===== config.mk =====
export PLATFORM = sky130hd
export DESIGN_NAME = pport_regs
export DESIGN_NICKNAME = d
export VERILOG_FILES = /design/src/rtl/pport_pkg.sv /design/src/rtl/pport_decode.sv /design/src/rtl/pport_latches.sv /design/src/rtl/pport_ack_irq.sv /design/src/rtl/pport_regs.sv
export SDC_FILE = /design/constraint.sdc
export NUM_CORES = 1
export LEC_CHECK = 0
export ABC_AREA = 1
export BUFFER_PORTS_ARGS = -buffer_cell sky130_fd_sc_hd__buf_2
export CAP_MARGIN = 30
export CELL_PAD_IN_SITES_DETAIL_PLACEMENT = 1
export CELL_PAD_IN_SITES_GLOBAL_PLACEMENT = 2
export CORE_ASPECT_RATIO = 1.2
export CORE_UTILIZATION = 26
export DETAILED_ROUTE_END_ITERATION = 16
export PLACE_DENSITY_LB_ADDON = 0.3
export RECOVER_POWER = 25
export SETUP_SLACK_MARGIN = 0.15
export SLEW_MARGIN = 20
export SYNTH_ARGS = -nofsm -noshare
export SYNTH_HDL_FRONTEND = slang
export SYNTH_SLANG_ARGS = --single-unit

===== constraint.sdc =====
create_clock -name clk -period 1.95 [get_ports clk]
set_clock_uncertainty 0.05 [all_clocks]
set_input_delay 0.2925 -clock clk [delete_from_list [all_inputs] [get_ports clk]]
set_output_delay 0.2925 -clock clk [all_outputs]
set_load 0.02 [all_outputs]

===== src/rtl/pport_pkg.sv =====
package pport_pkg;
    localparam int DATA_W = 8;
    localparam int CTL_W  = 5;
    localparam logic [CTL_W-1:0] CTL_RESET = 5'b01011;
    localparam logic [3:0]       CTL_INV   = 4'b1011;

    typedef enum logic [1:0] {
        SEL_NONE,
        SEL_DATA,
        SEL_STAT,
        SEL_CTL
    } reg_sel_e;

    typedef enum logic [1:0] {
        ACK_HIGH,
        ACK_FIRE,
        ACK_LOW
    } ack_state_e;
endpackage


===== src/rtl/pport_decode.sv =====
module pport_decode
    import pport_pkg::*;
#(
    parameter int ADDR_W = 10,
    parameter int BASE   = 'h378
) (
    input  logic [ADDR_W-1:0] addr,
    output reg_sel_e          sel
);
    localparam logic [ADDR_W-1:0] A_DATA = ADDR_W'(BASE);
    localparam logic [ADDR_W-1:0] A_STAT = ADDR_W'(BASE + 1);
    localparam logic [ADDR_W-1:0] A_CTL  = ADDR_W'(BASE + 2);

    always_comb begin
        if (addr == A_DATA)      sel = SEL_DATA;
        else if (addr == A_STAT) sel = SEL_STAT;
        else if (addr == A_CTL)  sel = SEL_CTL;
        else                     sel = SEL_NONE;
    end
endmodule


===== src/rtl/pport_latches.sv =====
module pport_latches
    import pport_pkg::*;
(
    input  logic              clk,
    input  logic              rst_n,
    input  logic              wr,
    input  reg_sel_e          sel,
    input  logic [DATA_W-1:0] wdata,
    output logic [DATA_W-1:0] data_q,
    output logic [CTL_W-1:0]  ctl_q
);
    always_ff @(posedge clk or negedge rst_n) begin
        if (!rst_n) begin
            data_q <= '0;
            ctl_q  <= CTL_RESET;
        end else if (wr) begin
            if (sel == SEL_DATA) data_q <= wdata;
            if (sel == SEL_CTL)  ctl_q  <= wdata[CTL_W-1:0];
        end
    end
endmodule


===== src/rtl/pport_ack_irq.sv =====
module pport_ack_irq
    import pport_pkg::*;
#(
    parameter int SYNC_STAGES = 2
) (
    input  logic clk,
    input  logic rst_n,
    input  logic ack_pin,
    input  logic enable,
    output logic irq
);
    logic [SYNC_STAGES-1:0] sync_q;
    logic                   ack_lvl;
    ack_state_e             state_q, state_d;

    always_ff @(posedge clk or negedge rst_n) begin
        if (!rst_n) sync_q <= '1;
        else        sync_q <= {sync_q[SYNC_STAGES-2:0], ack_pin};
    end
    assign ack_lvl = sync_q[SYNC_STAGES-1];

    always_ff @(posedge clk or negedge rst_n) begin
        if (!rst_n) state_q <= ACK_HIGH;
        else        state_q <= state_d;
    end

    always_comb begin
        state_d = state_q;
        unique case (state_q)
            ACK_HIGH: if (!ack_lvl) state_d = enable ? ACK_FIRE : ACK_LOW;
            ACK_FIRE: state_d = ack_lvl ? ACK_HIGH : ACK_LOW;
            ACK_LOW:  if (ack_lvl) state_d = ACK_HIGH;
            default:  state_d = ACK_HIGH;
        endcase
    end

    always_comb begin
        irq = (state_q == ACK_FIRE);
    end
endmodule


===== src/rtl/pport_regs.sv =====
module pport_regs
    import pport_pkg::*;
#(
    parameter int ADDR_W      = 10,
    parameter int BASE        = 'h378,
    parameter int SYNC_STAGES = 2
) (
    input  logic              clk,
    input  logic              rst_n,
    input  logic [ADDR_W-1:0] bus_addr,
    input  logic [7:0]        bus_wdata,
    input  logic              bus_wr,
    input  logic              bus_rd,
    output logic [7:0]        bus_rdata,
    output logic [7:0]        data_pin_out,
    input  logic [7:0]        data_pin_ext,
    output logic [3:0]        ctl_pin_out,
    input  logic [3:0]        ctl_pin_ext,
    input  logic [4:0]        status_pins,
    output logic              irq
);
    reg_sel_e          sel;
    logic [DATA_W-1:0] data_q;
    logic [CTL_W-1:0]  ctl_q;
    logic              irq_en;
    logic [3:0]        ctl_lvl;
    logic [3:0]        ctl_rb;
    logic [7:0]        rdata_q;

    pport_decode #(.ADDR_W(ADDR_W), .BASE(BASE)) u_dec (
        .addr (bus_addr),
        .sel  (sel)
    );

    pport_latches u_lat (
        .clk    (clk),
        .rst_n  (rst_n),
        .wr     (bus_wr),
        .sel    (sel),
        .wdata  (bus_wdata),
        .data_q (data_q),
        .ctl_q  (ctl_q)
    );

    assign irq_en       = ctl_q[4];
    assign data_pin_out = data_q;
    assign ctl_lvl      = ctl_pin_out | ctl_pin_ext;

    for (genvar i = 0; i < 4; i++) begin : g_ctl_map
        if (CTL_INV[i]) begin : g_inv
            assign ctl_pin_out[i] = ~ctl_q[i];
            assign ctl_rb[i]      = ~ctl_lvl[i];
        end else begin : g_pass
            assign ctl_pin_out[i] = ctl_q[i];
            assign ctl_rb[i]      = ctl_lvl[i];
        end
    end

    always_ff @(posedge clk or negedge rst_n) begin
        if (!rst_n) begin
            rdata_q <= '0;
        end else if (bus_rd) begin
            unique case (sel)
                SEL_DATA: rdata_q <= data_q | data_pin_ext;
                SEL_STAT: rdata_q <= {status_pins, 3'b000};
                SEL_CTL:  rdata_q <= {3'b000, irq_en, ctl_rb};
                default:  rdata_q <= '0;
            endcase
        end
    end
    assign bus_rdata = rdata_q;

    pport_ack_irq #(.SYNC_STAGES(SYNC_STAGES)) u_ack (
        .clk     (clk),
        .rst_n   (rst_n),
        .ack_pin (status_pins[3]),
        .enable  (irq_en),
        .irq     (irq)
    );
endmodule


After elaboration in Yosys (flattened, before gate mapping). Cells that the tools add are included.

Flip-flop bits (word level): 25. Output and inout bits: 21.

Eq/ne operators: 10. Mux-type cells: 9. Bitwise logic cells: 8. Reduce and logical (&&, ||, !) cells: 4.

Operators by type and width (count): == test 10 bit, second input constant (3); one-hot mux 8 bit (3 select lines) (1); two-way mux 2 bit (7); bitwise OR 8 bit (1); == test 2 bit, second input constant (3); NOT 1 bit (6); one-hot mux 2 bit (3 select lines) (1); AND reduction 2 bit (3); == test 2 x 1 -> 1 bit, second input constant (2); bitwise OR 4 bit (1); zero test 2 bit (1); != test 2 x 1 -> 1 bit, second input constant (1); != test 2 bit, second input constant (1).

Depth between registers and ports, before layout.
Depth after elaboration: 6. Mapped depth: 8. Gate-level depth less buffers: 8.

Cells and area by module. A second synthesis with hierarchy kept.

Cells, all modules: 160. Area, all modules: 1234.9 µm².

By module, submodules not included: pport_latches (times used 1, cells each 57, area each 556.8 µm²); pport_regs (times used 1, cells each 78, area each 488.0 µm²); pport_ack_irq (times used 1, cells each 13, area each 140.1 µm²); pport_decode (times used 1, cells each 12, area each 50.0 µm²).

Worst setup path after synthesis. No wires, ideal clock.

Kind: input-to-reg. From: input port bus_addr[7]. To: register u_lat.ctl_q[2]. Library setup time: 0.116 ns. Arrival: 1.014 ns. Setup slack: 0.770 ns. Stages: 8. Path buffers: 0. Cell sequence: inv_1 > nand2_1 > nor2_4 > nand2_2 > nor3_4 > nand2_2 > nand2_1 > nand2_1.

Longest elaborated chain between the ends: 6.

Ends and longest elaborated chain: start, declared (RTL line pport_regs.sv:10) `input logic [ADDR_W-1:0] bus_addr,`; == test 10 bit (RTL line pport_decode.sv:17) `else if (addr == A_CTL) sel = SEL_CTL;`; two-way mux 2 bit (RTL line pport_decode.sv:17); two-way mux 2 bit (RTL line pport_decode.sv:16) `else if (addr == A_STAT) sel = SEL_STAT;`; two-way mux 2 bit (*) (RTL line pport_decode.sv:15) `if (addr == A_DATA) sel = SEL_DATA;`; == test 2 bit (*) (RTL line pport_latches.sv:18) `if (sel == SEL_CTL) ctl_q <= wdata[CTL_W-1:0];`; AND reduction 2 bit (no source line) (*); end signal, assigned (RTL line pport_latches.sv:18); end, declared (RTL line pport_latches.sv:10) `output logic [CTL_W-1:0] ctl_q`.

Every way passes the cells marked *; elsewhere a longest branch is shown, timed or not. A chain may end at the register's enable or synchronous reset.

Final worst setup path.
From: input port bus_addr[7]. To: register u_lat.data_q[4].

Longest elaborated chain between the ends: 6.

Ends and longest elaborated chain: == test 10 bit (RTL line pport_decode.sv:17); two-way mux 2 bit (RTL line pport_decode.sv:17); two-way mux 2 bit (RTL line pport_decode.sv:16); two-way mux 2 bit (*) (RTL line pport_decode.sv:15); == test 2 x 1 -> 1 bit (*) (RTL line pport_latches.sv:17) `if (sel == SEL_DATA) data_q <= wdata;`; AND reduction 2 bit (no source line) (*); end signal, assigned (RTL line pport_latches.sv:17); end, declared (RTL line pport_latches.sv:9) `output logic [DATA_W-1:0] data_q,`.

Marked as above.

==> impl_summary.txt <==
----------------------------------------------------
[STA]
  Total Neg Setup Slack ... 0 ns
  Minimum setup slack in the final design ... 0.597 ns
  Period utilization ... 0.694
  Final Max Slew Viols ... 0
  Pin slew with the least headroom to its limit ... about 0.63 ns
  RSZ-0062 raised after global routing ... no
  Total setup violations reported at the end of the flow ... 0
  Max Freq ... between 0.7 and 0.8 GHz
  Slew Limit Headroom ... 0.581
  Number of hold violations in the final report ... 0
  Time the worst path needs with I/O delays and setup ... 1.35 ns

[Pwr]
  Leakage power ... 0.929 nW
  Max rail drop VDD ... 0.000207 V
  PD cells ... 566 mW/mm²

[Layout]
  Antenna cell count ... 0
  Proportion of layout cells with a drive suffix above 1 ... 0.365
  Fin util ... 0.360
  Total number of nets in the final design ... 259
  Layout-stage area growth over the synthesis result ... 32.3%
  Filler cells ... 590

[Synth]
  Net count of the mapped netlist ... 197
  Main combinational cell family by area after synthesis ... simple AND/OR/NAND/NOR gates
  Mean instance size in the synthesized netlist ... 7.97 µm²
  Adder-cell area share of the yosys netlist ... 0
  Synth area leader ... dfrtp_1
  Fraction of synthesized area in multiplexers ... 0
  Number of flip-flops and latches in the synthesized netlist ... 25
  Warnings from Yosys ... 0
  Xor and xnor fraction of the mapped netlist area ... 0
  Proportion of netlist area held by the largest area contributor ... 0.397
  Cells after synthesis ... 158
  Synth area leaders ... dfrtp_1 40%, nand2_1 16%, dfstp_2 10%, nand4_1 6.5%, o21ai_0 4.4%
  Netlist area before placement ... 0.00126 mm²
  Basic-gate share of the synthesized area counting and, or, nand and nor cells ... 0.379
  Part of the Yosys area used for sequential elements ... 0.501
  Post-synthesis compound-gate area fraction ... 0.0655
  Number of unique standard cell types used by synthesis ... 19

[Worst setup path]
  Largest fanout on the critical path ... 15
  Cells on worst reg2reg path ... 6
  Critical path class ... primary input to flop
  Kind of launch point of the worst setup path ... primary input
  Data required time at the worst endpoint ... a little over 2 ns
  Worst R2R Setup Slack ... 0.76 ns
  Data arrival time of the worst path ... about 1.5 ns
  Worst setup EP type ... flop
  Worst r2r dst ... bus_rdata[1]
  Startpoint of the lowest-slack register-to-register path ... u_lat.ctl_q[1]

[Hold path]
  Depth of the worst hold-timing path ... 1
  Worst min-delay path category ... primary input to flop
  Startpoint of the worst hold path ... status_pins[3]
  Hold endpoint ... u_ack.sync_q[0]

[Placement]
  Minimum setup slack after placement ... between 0.3 and 0.4 ns
  Port Buffers ... 59
  Final GP Congestion ... 0.747
  HPWL reported at the end of detailed placement ... 2.97 mm

[Flow run]
  Count of max-cap constraint violations ... 0

[Floorplan]
  Placement Rows ... 27
  CORE AREA ... 0.00463 mm²
  Count of boundary I/O pins ... 60
  DIE HEIGHT ... 78.3 µm
  Die ar. ... between 0.005 and 0.006 mm²
  Initial Util ... 0.272
  X dimension of the die ... 65.5 µm

[CTS]
  Clock transition at path regs ... 0.08 ns
  Max H-tree Level ... 1
  Buffers from clock root to sink, at most ... 2
  Resized cells post-CTS ... 0
  Number of CTS-inserted buffers ... 3
  TritonCTS clock tree ... yes
  Clock Latency Late Sink ... approximately 0.26 ns
  Clock Root Buffer ... clkbuf_8
  Clock sinks ... 25

[Run status]
  Result of the run ... complete, no violations

[Drt]
  Vias ... roughly 1200
  Antenna Nets Post-Route ... 0
  DRC violations left ... 0
  WL final ... 3.58 mm
  Average wire per cell in the routed design ... 12.9 µm
  Vias per cell ... 4.48
  1st-pass router iterations ... 4
  Number of DRC markers after the initial detailed-route iteration ... 26

[GRT]
  Pin count of the biggest net entering global routing ... 26
  Number of antenna violations at the first check in global routing ... 0
  Global routing usage summed across all routing layers ... 0.156
  Total gr overflow ... 0
  Global-route wire length before repair ... 6.22 mm
  Number of global-route vias before repair ... 1341

----------------------------------------------------
[cells by family (layout without fill, tap and decap cells)]
group                  after synthesis  after routing
AOI/OAI and AO/OA                   16             16
buffers and inverters               16             77
and+or+nand+nor                    101            101
DFF                                 25             25
[power by group]
part           switching [W]  total, W  leakage (nW)  internal (W)
logic              0.0000637  0.000107         0.577     0.0000428
registers         0.00000497  0.000533         0.329      0.000528
clock network       0.000158  0.000304        0.0228      0.000146
[Yosys cell counts]
cell type   n
nand2_1    53
dfrtp_1    20
or2_2       3
nor3_1      1
buf_2       3
inv_1      12
nand3_1     7
nand4_1    13
buf_4       1
nand2_2     4
nor2_1     14
o21ai_1     4
nand3_2     1
nor2_4      2
o21ai_0    11
a211oi_1    1
nor3_4      1
dfstp_2     5
nor2_2      2
[cell usage in the layout, fill, tap and decap left out]
master	instances
buf_4	1
o21ai_1	4
clkbuf_2	1
nor3_4	1
clkbuf_8	3
nand2_2	4
buf_2	57
inv_1	12
or2_2	3
dfstp_2	5
nand4_1	13
nor2_4	2
clkbuf_1	2
nand2_1	53
nand3_1	7
dfrtp_1	20
dlygate4sd3_1	1
nor3_1	1
nor2_2	2
nor2_1	14
o21ai_0	11
nand3_2	1
a211oi_1	1
[layer usage]
metal | vias to the layer above | part of all wire | track usage
li1 | 635 | - | -
met1 | 570 | 0.45 | 0.202
met2 | 30 | 0.51 | 0.267
met3 | 5 | 0.033 | 0.0203
met4 | 0 | 0.011 | 0.0478
met5 | - | 0 | 0
[worst max path at each step]
| stage | slack [ns] | to | start | cells past startpoint |
|---|---|---|---|---|
| floorplan | 0.77 | u_lat.ctl_q[2] | bus_addr[7] | 8 |
| global placement | 0.30 | bus_rdata[0] | bus_addr[7] | 8 |
| detailed placement | 0.30 | u_lat.data_q[4] | bus_addr[7] | 7 |
| CTS | 0.58 | u_lat.data_q[4] | bus_addr[7] | 7 |
| global route | 0.40 | bus_rdata[0] | bus_addr[7] | 8 |
| finish | 0.60 | u_lat.data_q[4] | bus_addr[7] | 7 |
[registers in the layout (all words and copies together) (netlist names)]
| register | cells |
|---|---|
| bus_rdata | 8 |
| u_ack.sync_q | 2 |
| u_ack.state_q | 2 |
| u_lat.data_q | 8 |
| u_lat.ctl_q | 5 |
[metrics by stage]
stage               std cells  cell area [µm²]  total power [W]  hold WS [ns]
CTS                       277             1670         0.000964        0.0821
detailed placement        272             1610         0.000651         0.273
global placement          272             1610         0.000650         0.280
floorplan                 158             1260         0.000580       -0.0531
global route              277             1670         0.000997        0.0671
finish                    277             1670         0.000943        0.0777
[cell type report]
| cell class | instances | area (µm²) | area share |
|---|---|---|---|
| clock buffer | 4 | 45.0 | 0.0270 |
| inverter | 12 | 45.0 | 0.0270 |
| multi-input combinational | 117 | 561 | 0.336 |
| sequential | 25 | 632 | 0.379 |
| tap | 58 | 72.6 | 0.0435 |
| timing repair buffer | 61 | 312 | 0.187 |
[repair_timing]
item,CTS,global route
buffers inserted,0,0
hold buffers,1,0
hold endpoints to repair,20,0
[worst max-delay path: stages]
cell and delay [ns]:
buf_2 0.09, inv_1 0.05, nand2_1 0.08, nor2_4 0.28, nand3_2 0.29, o21ai_0 0.30
nand2_1 0.08
No activity file was read; power rests on OpenSTA's default activity.
